<file path="src/rtl/rxbp_pkg.sv">
package rxbp_pkg;

  localparam int unsigned FIFO_THR_MIN = 1;
  localparam int unsigned FIFO_THR_MAX = 66;
  localparam int unsigned FIFO_THR_RST = 2;

  typedef enum logic [1:0] {
    BP_IDLE    = 2'b00,
    BP_HOLDING = 2'b01
  } bp_state_e;

  function automatic int unsigned clamp_range(int unsigned v, int unsigned lo, int unsigned hi);
    if (v < lo) return lo;
    if (v > hi) return hi;
    return v;
  endfunction

endpackage

</file>
<file path="src/rtl/rxbp_buf_cmp.sv">
module rxbp_buf_cmp #(
  parameter int unsigned NUM_CH = 4,
  parameter int unsigned CNT_W  = 8
) (
  input  logic                    clk,
  input  logic                    rst_n,
  input  logic [NUM_CH*CNT_W-1:0] free_cnt,
  input  logic [NUM_CH*CNT_W-1:0] thresh,
  input  logic [NUM_CH-1:0]       chan_en,
  input  logic                    enable,
  output logic                    trig_q
);

  logic [NUM_CH-1:0] low_hit;
  logic              trig_d;

  // Per-channel compare: a channel is low when free count <= threshold.
  for (genvar g = 0; g < NUM_CH; g++) begin : g_chan
    logic [CNT_W-1:0] cnt_v;
    logic [CNT_W-1:0] thr_v;
    assign cnt_v      = free_cnt[g*CNT_W +: CNT_W];
    assign thr_v      = thresh[g*CNT_W +: CNT_W];
    assign low_hit[g] = chan_en[g] & (cnt_v <= thr_v);
  end

  always_comb begin
    trig_d = enable & (|low_hit);
  end

  always_ff @(posedge clk or negedge rst_n) begin
    if (!rst_n) trig_q <= 1'b0;
    else        trig_q <= trig_d;
  end

endmodule

</file>
<file path="src/rtl/rxbp_fifo_cmp.sv">
module rxbp_fifo_cmp
  import rxbp_pkg::*;
#(
  parameter int unsigned OCC_W = 7
) (
  input  logic             clk,
  input  logic             rst_n,
  input  logic [OCC_W-1:0] level,
  input  logic             thr_wr,
  input  logic [OCC_W-1:0] thr_wdata,
  input  logic             enable,
  input  logic             full_duplex,
  output logic             trig_q
);

  localparam logic [OCC_W-1:0] THR_LO  = OCC_W'(FIFO_THR_MIN);
  localparam logic [OCC_W-1:0] THR_HI  = OCC_W'(FIFO_THR_MAX);
  localparam logic [OCC_W-1:0] THR_RST = OCC_W'(FIFO_THR_RST);

  logic [OCC_W-1:0] thr_q;
  logic [OCC_W-1:0] thr_d;
  logic             thr_ce;
  logic             trig_d;

  always_comb begin
    thr_ce = thr_wr;
    thr_d  = OCC_W'(clamp_range(int'(thr_wdata), int'(THR_LO), int'(THR_HI)));
  end

  always_ff @(posedge clk or negedge rst_n) begin
    if (!rst_n)      thr_q <= THR_RST;
    else if (thr_ce) thr_q <= thr_d;
  end

  // Occupancy trigger only counts in full duplex.
  always_comb begin
    trig_d = enable & full_duplex & (level >= thr_q);
  end

  always_ff @(posedge clk or negedge rst_n) begin
    if (!rst_n) trig_q <= 1'b0;
    else        trig_q <= trig_d;
  end

endmodule

</file>
<file path="src/rtl/rxbp_hold_ctl.sv">
module rxbp_hold_ctl
  import rxbp_pkg::*;
(
  input  logic clk,
  input  logic rst_n,
  input  logic buf_trig,
  input  logic fifo_trig,
  input  logic frame_active,
  input  logic full_duplex,
  output logic hold,
  output logic coll,
  output logic pause,
  output logic pause_zero
);

  bp_state_e state_q, state_d;
  logic      hold_ce;
  logic      any_trig;
  logic      coll_d;
  logic      pause_d;
  logic      zero_d;

  always_comb begin
    any_trig = buf_trig | fifo_trig;
    hold_ce  = ~frame_active;
    state_d  = state_q;
    pause_d  = 1'b0;
    zero_d   = 1'b0;
    if (hold_ce) begin
      case (state_q)
        BP_IDLE: if (any_trig) begin
          state_d = BP_HOLDING;
          pause_d = full_duplex;
        end
        BP_HOLDING: if (!any_trig) begin
          state_d = BP_IDLE;
          pause_d = full_duplex;
          zero_d  = full_duplex;
        end
        default: state_d = BP_IDLE;
      endcase
    end
    coll_d = (state_d == BP_HOLDING) & ~full_duplex;
  end

  always_ff @(posedge clk or negedge rst_n) begin
    if (!rst_n) begin
      state_q    <= BP_IDLE;
      coll       <= 1'b0;
      pause      <= 1'b0;
      pause_zero <= 1'b0;
    end else begin
      state_q    <= state_d;
      coll       <= coll_d;
      pause      <= pause_d;
      pause_zero <= zero_d;
    end
  end

  assign hold = (state_q == BP_HOLDING);

endmodule

</file>
<file path="src/rtl/rx_backpressure_ctl.sv">
module rx_backpressure_ctl #(
  parameter int unsigned NUM_CH = 4,
  parameter int unsigned CNT_W  = 8,
  parameter int unsigned OCC_W  = 7
) (
  input  logic                    clk,
  input  logic                    rst_n,
  input  logic [NUM_CH*CNT_W-1:0] ch_free_cnt,
  input  logic [NUM_CH*CNT_W-1:0] ch_thresh,
  input  logic [NUM_CH-1:0]       ch_en,
  input  logic                    buf_fc_en,
  input  logic                    fifo_fc_en,
  input  logic                    full_duplex,
  input  logic [OCC_W-1:0]        fifo_level,
  input  logic                    fifo_thr_wr,
  input  logic [OCC_W-1:0]        fifo_thr_wdata,
  input  logic                    frame_active,
  output logic                    rx_hold,
  output logic                    coll_req,
  output logic                    pause_req,
  output logic                    pause_zero
);

  logic buf_trig;
  logic fifo_trig;

  rxbp_buf_cmp #(.NUM_CH(NUM_CH), .CNT_W(CNT_W)) u_buf (
    .clk      (clk),
    .rst_n    (rst_n),
    .free_cnt (ch_free_cnt),
    .thresh   (ch_thresh),
    .chan_en  (ch_en),
    .enable   (buf_fc_en),
    .trig_q   (buf_trig)
  );

  rxbp_fifo_cmp #(.OCC_W(OCC_W)) u_fifo (
    .clk         (clk),
    .rst_n       (rst_n),
    .level       (fifo_level),
    .thr_wr      (fifo_thr_wr),
    .thr_wdata   (fifo_thr_wdata),
    .enable      (fifo_fc_en),
    .full_duplex (full_duplex),
    .trig_q      (fifo_trig)
  );

  rxbp_hold_ctl u_hold (
    .clk          (clk),
    .rst_n        (rst_n),
    .buf_trig     (buf_trig),
    .fifo_trig    (fifo_trig),
    .frame_active (frame_active),
    .full_duplex  (full_duplex),
    .hold         (rx_hold),
    .coll         (coll_req),
    .pause        (pause_req),
    .pause_zero   (pause_zero)
  );

endmodule

</file>
<file path="config.mk">
export PLATFORM = sky130hd
export DESIGN_NAME = rx_backpressure_ctl
export DESIGN_NICKNAME = d
export VERILOG_FILES = /design/src/rtl/rxbp_pkg.sv /design/src/rtl/rxbp_buf_cmp.sv /design/src/rtl/rxbp_fifo_cmp.sv /design/src/rtl/rxbp_hold_ctl.sv /design/src/rtl/rx_backpressure_ctl.sv
export SDC_FILE = /design/constraint.sdc
export NUM_CORES = 1
export LEC_CHECK = 0
export BUFFER_PORTS_ARGS = -buffer_cell sky130_fd_sc_hd__buf_2
export CAP_MARGIN = 20
export CELL_PAD_IN_SITES_DETAIL_PLACEMENT = 1
export CELL_PAD_IN_SITES_GLOBAL_PLACEMENT = 1
export CORE_ASPECT_RATIO = 1.4
export CORE_MARGIN = 4
export CORE_UTILIZATION = 33
export CTS_CLUSTER_SIZE = 20
export DETAILED_ROUTE_END_ITERATION = 8
export PLACE_DENSITY = 0.83
export SLEW_MARGIN = 15
export SYNTH_ARGS = -nofsm -noshare
export SYNTH_HDL_FRONTEND = slang
export SYNTH_HIERARCHICAL = 1
export SYNTH_SLANG_ARGS = --single-unit
</file>
<file path="constraint.sdc">
create_clock -name clk -period 3.6 [get_ports clk]
set_clock_uncertainty 0.15 [all_clocks]
set_input_delay 0.54 -clock clk [delete_from_list [all_inputs] [get_ports clk]]
set_output_delay 0.54 -clock clk [all_outputs]
set_load 0.1 [all_outputs]
</file>
# Word level (Yosys, flattened, before mapping)
# Index checks and enable logic that the tools add are counted.
word_totals:
  out_inout_bits: 4
  input_bits: 89
  elab_cells: 45
  register_bits: 14
op_classes:
  eq_ne: 2
  muxes: 17
  magnitude_cmp: 7
  bitwise: 10
  reduce_logical: 2
op_table:
  columns: ["op", "n"]
  rows:
  - ["$le A8 B8 Y1", 4]
  - ["$mux W7", 3]
  - ["$mux W1", 9]
  - ["$and A1 B1 Y1", 8]
  - ["$ge A7 B7 Y1", 1]
  - ["$gt A7 B7 Y1 const B", 1]
  - ["$lt A7 B1 Y1 const B", 1]
  - ["$mux W2", 3]
  - ["$eq A2 B1 Y1 const B", 2]
  - ["$pmux W2 S2", 1]
  - ["$reduce_or A4 Y1", 1]
  - ["$logic_not A2 Y1", 1]
  - ["$pmux W1 S2", 1]
  - ["$not A1 Y1", 1]
  - ["$or A1 B1 Y1", 1]

# Longest topological paths before layout
depth:
  word_depth: 6
  ltp_mapped: 8

# Cells and area by module
# Netlist, hierarchy kept.
by_module_without_submodules:
  columns: ["mod", "seq_area_each_um2", "area_per_inst_um2", "cells_per_inst", "n_inst"]
  rows:
  - ["rxbp_buf_cmp", 25.0, 880.8, 118, 1]
  - ["rxbp_fifo_cmp", 201.4, 479.2, 51, 1]
  - ["rxbp_hold_ctl", 125.1, 220.2, 18, 1]

# Worst setup path after synthesis
# Ideal clock, no wire load.
synth_path:
  path_type: "register to output"
  start: "register u_hold.state_q[0]"
  end: "output rx_hold"
  setup_slack_ns: 1.203
  path_buffers: 0
  arrival_ns: 1.707
  stages_incl_launch_ff: 3
  required_ns: 2.910
  path_cell_list: "dfrtp_1 inv_1 nor2_1"
synth_between:
  elab_chain_len: 1
synth_lines:
  columns: ["element", "line", "text"]
  rows:
  - ["from (decl)", "rxbp_hold_ctl.sv:16", "bp_state_e state_q, state_d;"]
  - ["from (signal assigned)", "rxbp_hold_ctl.sv:53", "state_q <= state_d;"]
  - ["$eq A2 B1 Y1", "rxbp_hold_ctl.sv:60", "assign hold = (state_q == BP_HOLDING);"]
  - ["to (decl)", "rx_backpressure_ctl.sv:18", "output logic rx_hold,"]
# Every way passes these cells.

# Worst setup path in the final report
# Same ends and word-level chain as after synthesis.

==> results.toml <==
[place]
hpwl_mm = 4.24
dp_cells = 340
port-buffer-count = 92
dp_slack_ps = 1400
gp_congestion = 0.768

[cts]
clock_latency_ps = 240
cts_inserted_buffers = 3
cts.clk_slew.worst_paths_ps = 60
clk_path_buf_depth = 2
cts-root-buf = "clkbuf_8"
htree_num_levels = 1
ctsHoldBuffers = 0
cts.sinks = 14
cts_resized = 0
cts_tree = "built"
post_cts_buffers = 0

[finish]
drive_gt1_share_pct = 38.3
final_nets = 411
nFillCells = 636
final_util_pct = 47.5
diodes = 0
stdcell_count = 344
syn_to_final_growth_pct = 37.3

[sta]
hold_violations = 0
worst_slack_ps = 1640
layout_min_cycle_time_ps = 1960
tns_ps = 0
setup_viol = 0
relSlewSlack_pct = 67.8
rsz0062_at_grt = "false"
fmaxAchievable_ghz = 0.510
layout_worst_path_cycle_share_pct = 54.4
worstMarginPinSlew_ps = 487
drv_slew = 0

[global_routing]
use_met2_pct = 30.9
overflow = 0
grt.total_usage_pct = 16.2
grt_pass1_wl_mm = 7.90
gr-usage-met3_pct = 4.86
antenna_found_initial = 0
grt_pass1_vias = 1961
grt_util_met1_pct = 16.2
grt_max_degree = 15
grt_busiest_layer = "met2"

[floorplanning]
start_util_pct = 34.6
dieArea_um2 = 5980
die_height_um = 89.9
io_pins = 93
rows = 29
core_area_um2 = 4570
die_x_um = 66.5

[outcome]
outcome = "finished, final reports clean"

[route]
firstDrtPassIters = 4
drc = 0
wl_per_cell_um = 13.2
drt_iter0_markers = 48
wl_mm = 4.56
vias = 1679
antenna_left = 0
viasPerCell = 4.88

[logic_synthesis]
synth_most_common_cell = "inv_1"
ys_seq_area_share_pct = 22.2
yosys.area.top_type = "ha_1"
synthesis.nets = 315
synth_common_cells = "inv_1 (47), ha_1 (39), a21oi_1 (15), dfrtp_1 (13), o21ai_0 (10)"
synth_seq_cells = 14
synth-edff-count = 0
syn-cell-area_um2 = 1580
yosysWarnings = 6
syn-mean-instance-area_um2 = 8.45
synthArstFlopShare_pct = 100
synth_ff_type = "dfrtp_1"
synth_top_area_share_pct = 30.9
synth_area_leaders = "ha_1 (31%), dfrtp_1 (21%), inv_1 (11%), a21oi_1 (4.8%), nand4_1 (3.2%)"
syn-instance-count = 187
ys_types = 30

[setup_path]
cpPeakStageDelay_ps = 430
cp_cell_sequence = "inv_1 > nor2_1 > buf_2"
cp.arrival_ps = 1270
start_kind = "flop"
crit_type = "reg -> out"
worst-path-max-fanout = 4
crit_path_top_delay_cell = "buf_2"
crit_buf_inv = 2
r2r_cells = 5
critPathCaptureType = "primary output"
cp.depth = 3
cp_top_family = "buffers and inverters"
worstPathRequired_ps = 2910

[power]
pwr-share-seq_pct = 32.3
swShare_pct = 33.5
pwr-share-clk_pct = 27.5
switching_power_mw = 0.184
intPower_mw = 0.365
p_per_area_nw_per_um2 = 253
power.total_mw = 0.549
ir_worst_vdd_mv = 0.109
pwr-share-comb_pct = 40.2
leakagePower_nw = 1.27

[run]
maxCapViolCount = 0

[hold_path]
worstHoldPathType = "in -> async"
flip-flops by register name, indices dropped and copies added, names as in the netlist:
signal and cells:
u_hold/coll 1, u_buf/trig_q 1, u_fifo/trig_q 1, u_fifo/thr_q 7
u_hold/state_q 2, u_hold/pause 1, u_hold/pause_zero 1
cells in the final DEF (no fill, tap or decap), drive strengths merged:
cell / instances
a21boi: 1
nor2b: 6
ha: 39
o211ai: 3
buf: 92
a21oi: 15
o311a: 1
a2111oi: 4
dfrtp: 13
nor2: 6
nand3: 8
mux2: 1
nor4b: 2
nand2: 6
nor3: 6
inv: 47
nand2b: 2
o2111ai: 1
clkbuf: 4
a221oi: 1
nand4: 8
or4: 1
o21ai: 10
nor4: 1
and2: 1
o31ai: 1
dfstp: 1
maj3: 1
cell families (layout without fill, tap and decap cells):
logic type / Yosys count / after routing / share of synthesized area, %
compound gates: 37 / 37 / 16.2
fa+ha+maj: 40 / 40 / 31.5
buf+inv: 48 / 143 / 11.4
flops: 14 / 14 / 22.2
mux: 1 / 1 / 0.713
simple gates: 47 / 47 / 18.0
area by class of cell:
cell class / count / area [um^2] / share of cell area (%)
sequential: 14 / 352 / 16.2
multi-input combinational: 125 / 1050 / 48.3
tap: 62 / 77.6 / 3.58
timing repair buffer: 92 / 460 / 21.2
inverter: 47 / 176 / 8.13
clock buffer: 4 / 55.1 / 2.54
metal layers:
layer,wire length [um],share of wire [%]
met1,1610,35
met2,2410,53
met3,465,10
met4,63,1.4
met5,0,0
final timing paths:
check | start | end | slack (ps)
max | u_hold/state_q[0] | rx_hold | 1640
min | rst_n | u_hold/pause_zero | 40
max reg2reg | u_fifo/thr_q[1] | u_fifo/trig_q | 1950
min reg2reg | u_fifo/thr_q[0] | u_fifo/thr_q[0] | 360
max in group asynchronous | rst_n | u_fifo/thr_q[1] | 2960
min in group clk | full_duplex | u_hold/coll | 360
metrics by stage:
step	cell area (um^2)	hold slack (ps)
4_1_cts	2170	48.2
3_5_place_dp	2110	310
3_3_place_gp	2110	309
2_1_floorplan	1580	94.4
6_report	2170	40.2
5_1_grt	2170	63.2
power by group through the flow:
stage | Clock (mW) | Combinational [mW] | Sequential, mW
after global routing | 0.164 | 0.253 | 0.178
after floorplan | 0 | 0.118 | 0.197
after detailed placement | 0 | 0.223 | 0.180
after global placement | 0 | 0.215 | 0.179
after CTS | 0.158 | 0.225 | 0.177
final | 0.151 | 0.221 | 0.177
Power figures use the tool's default switching activity.
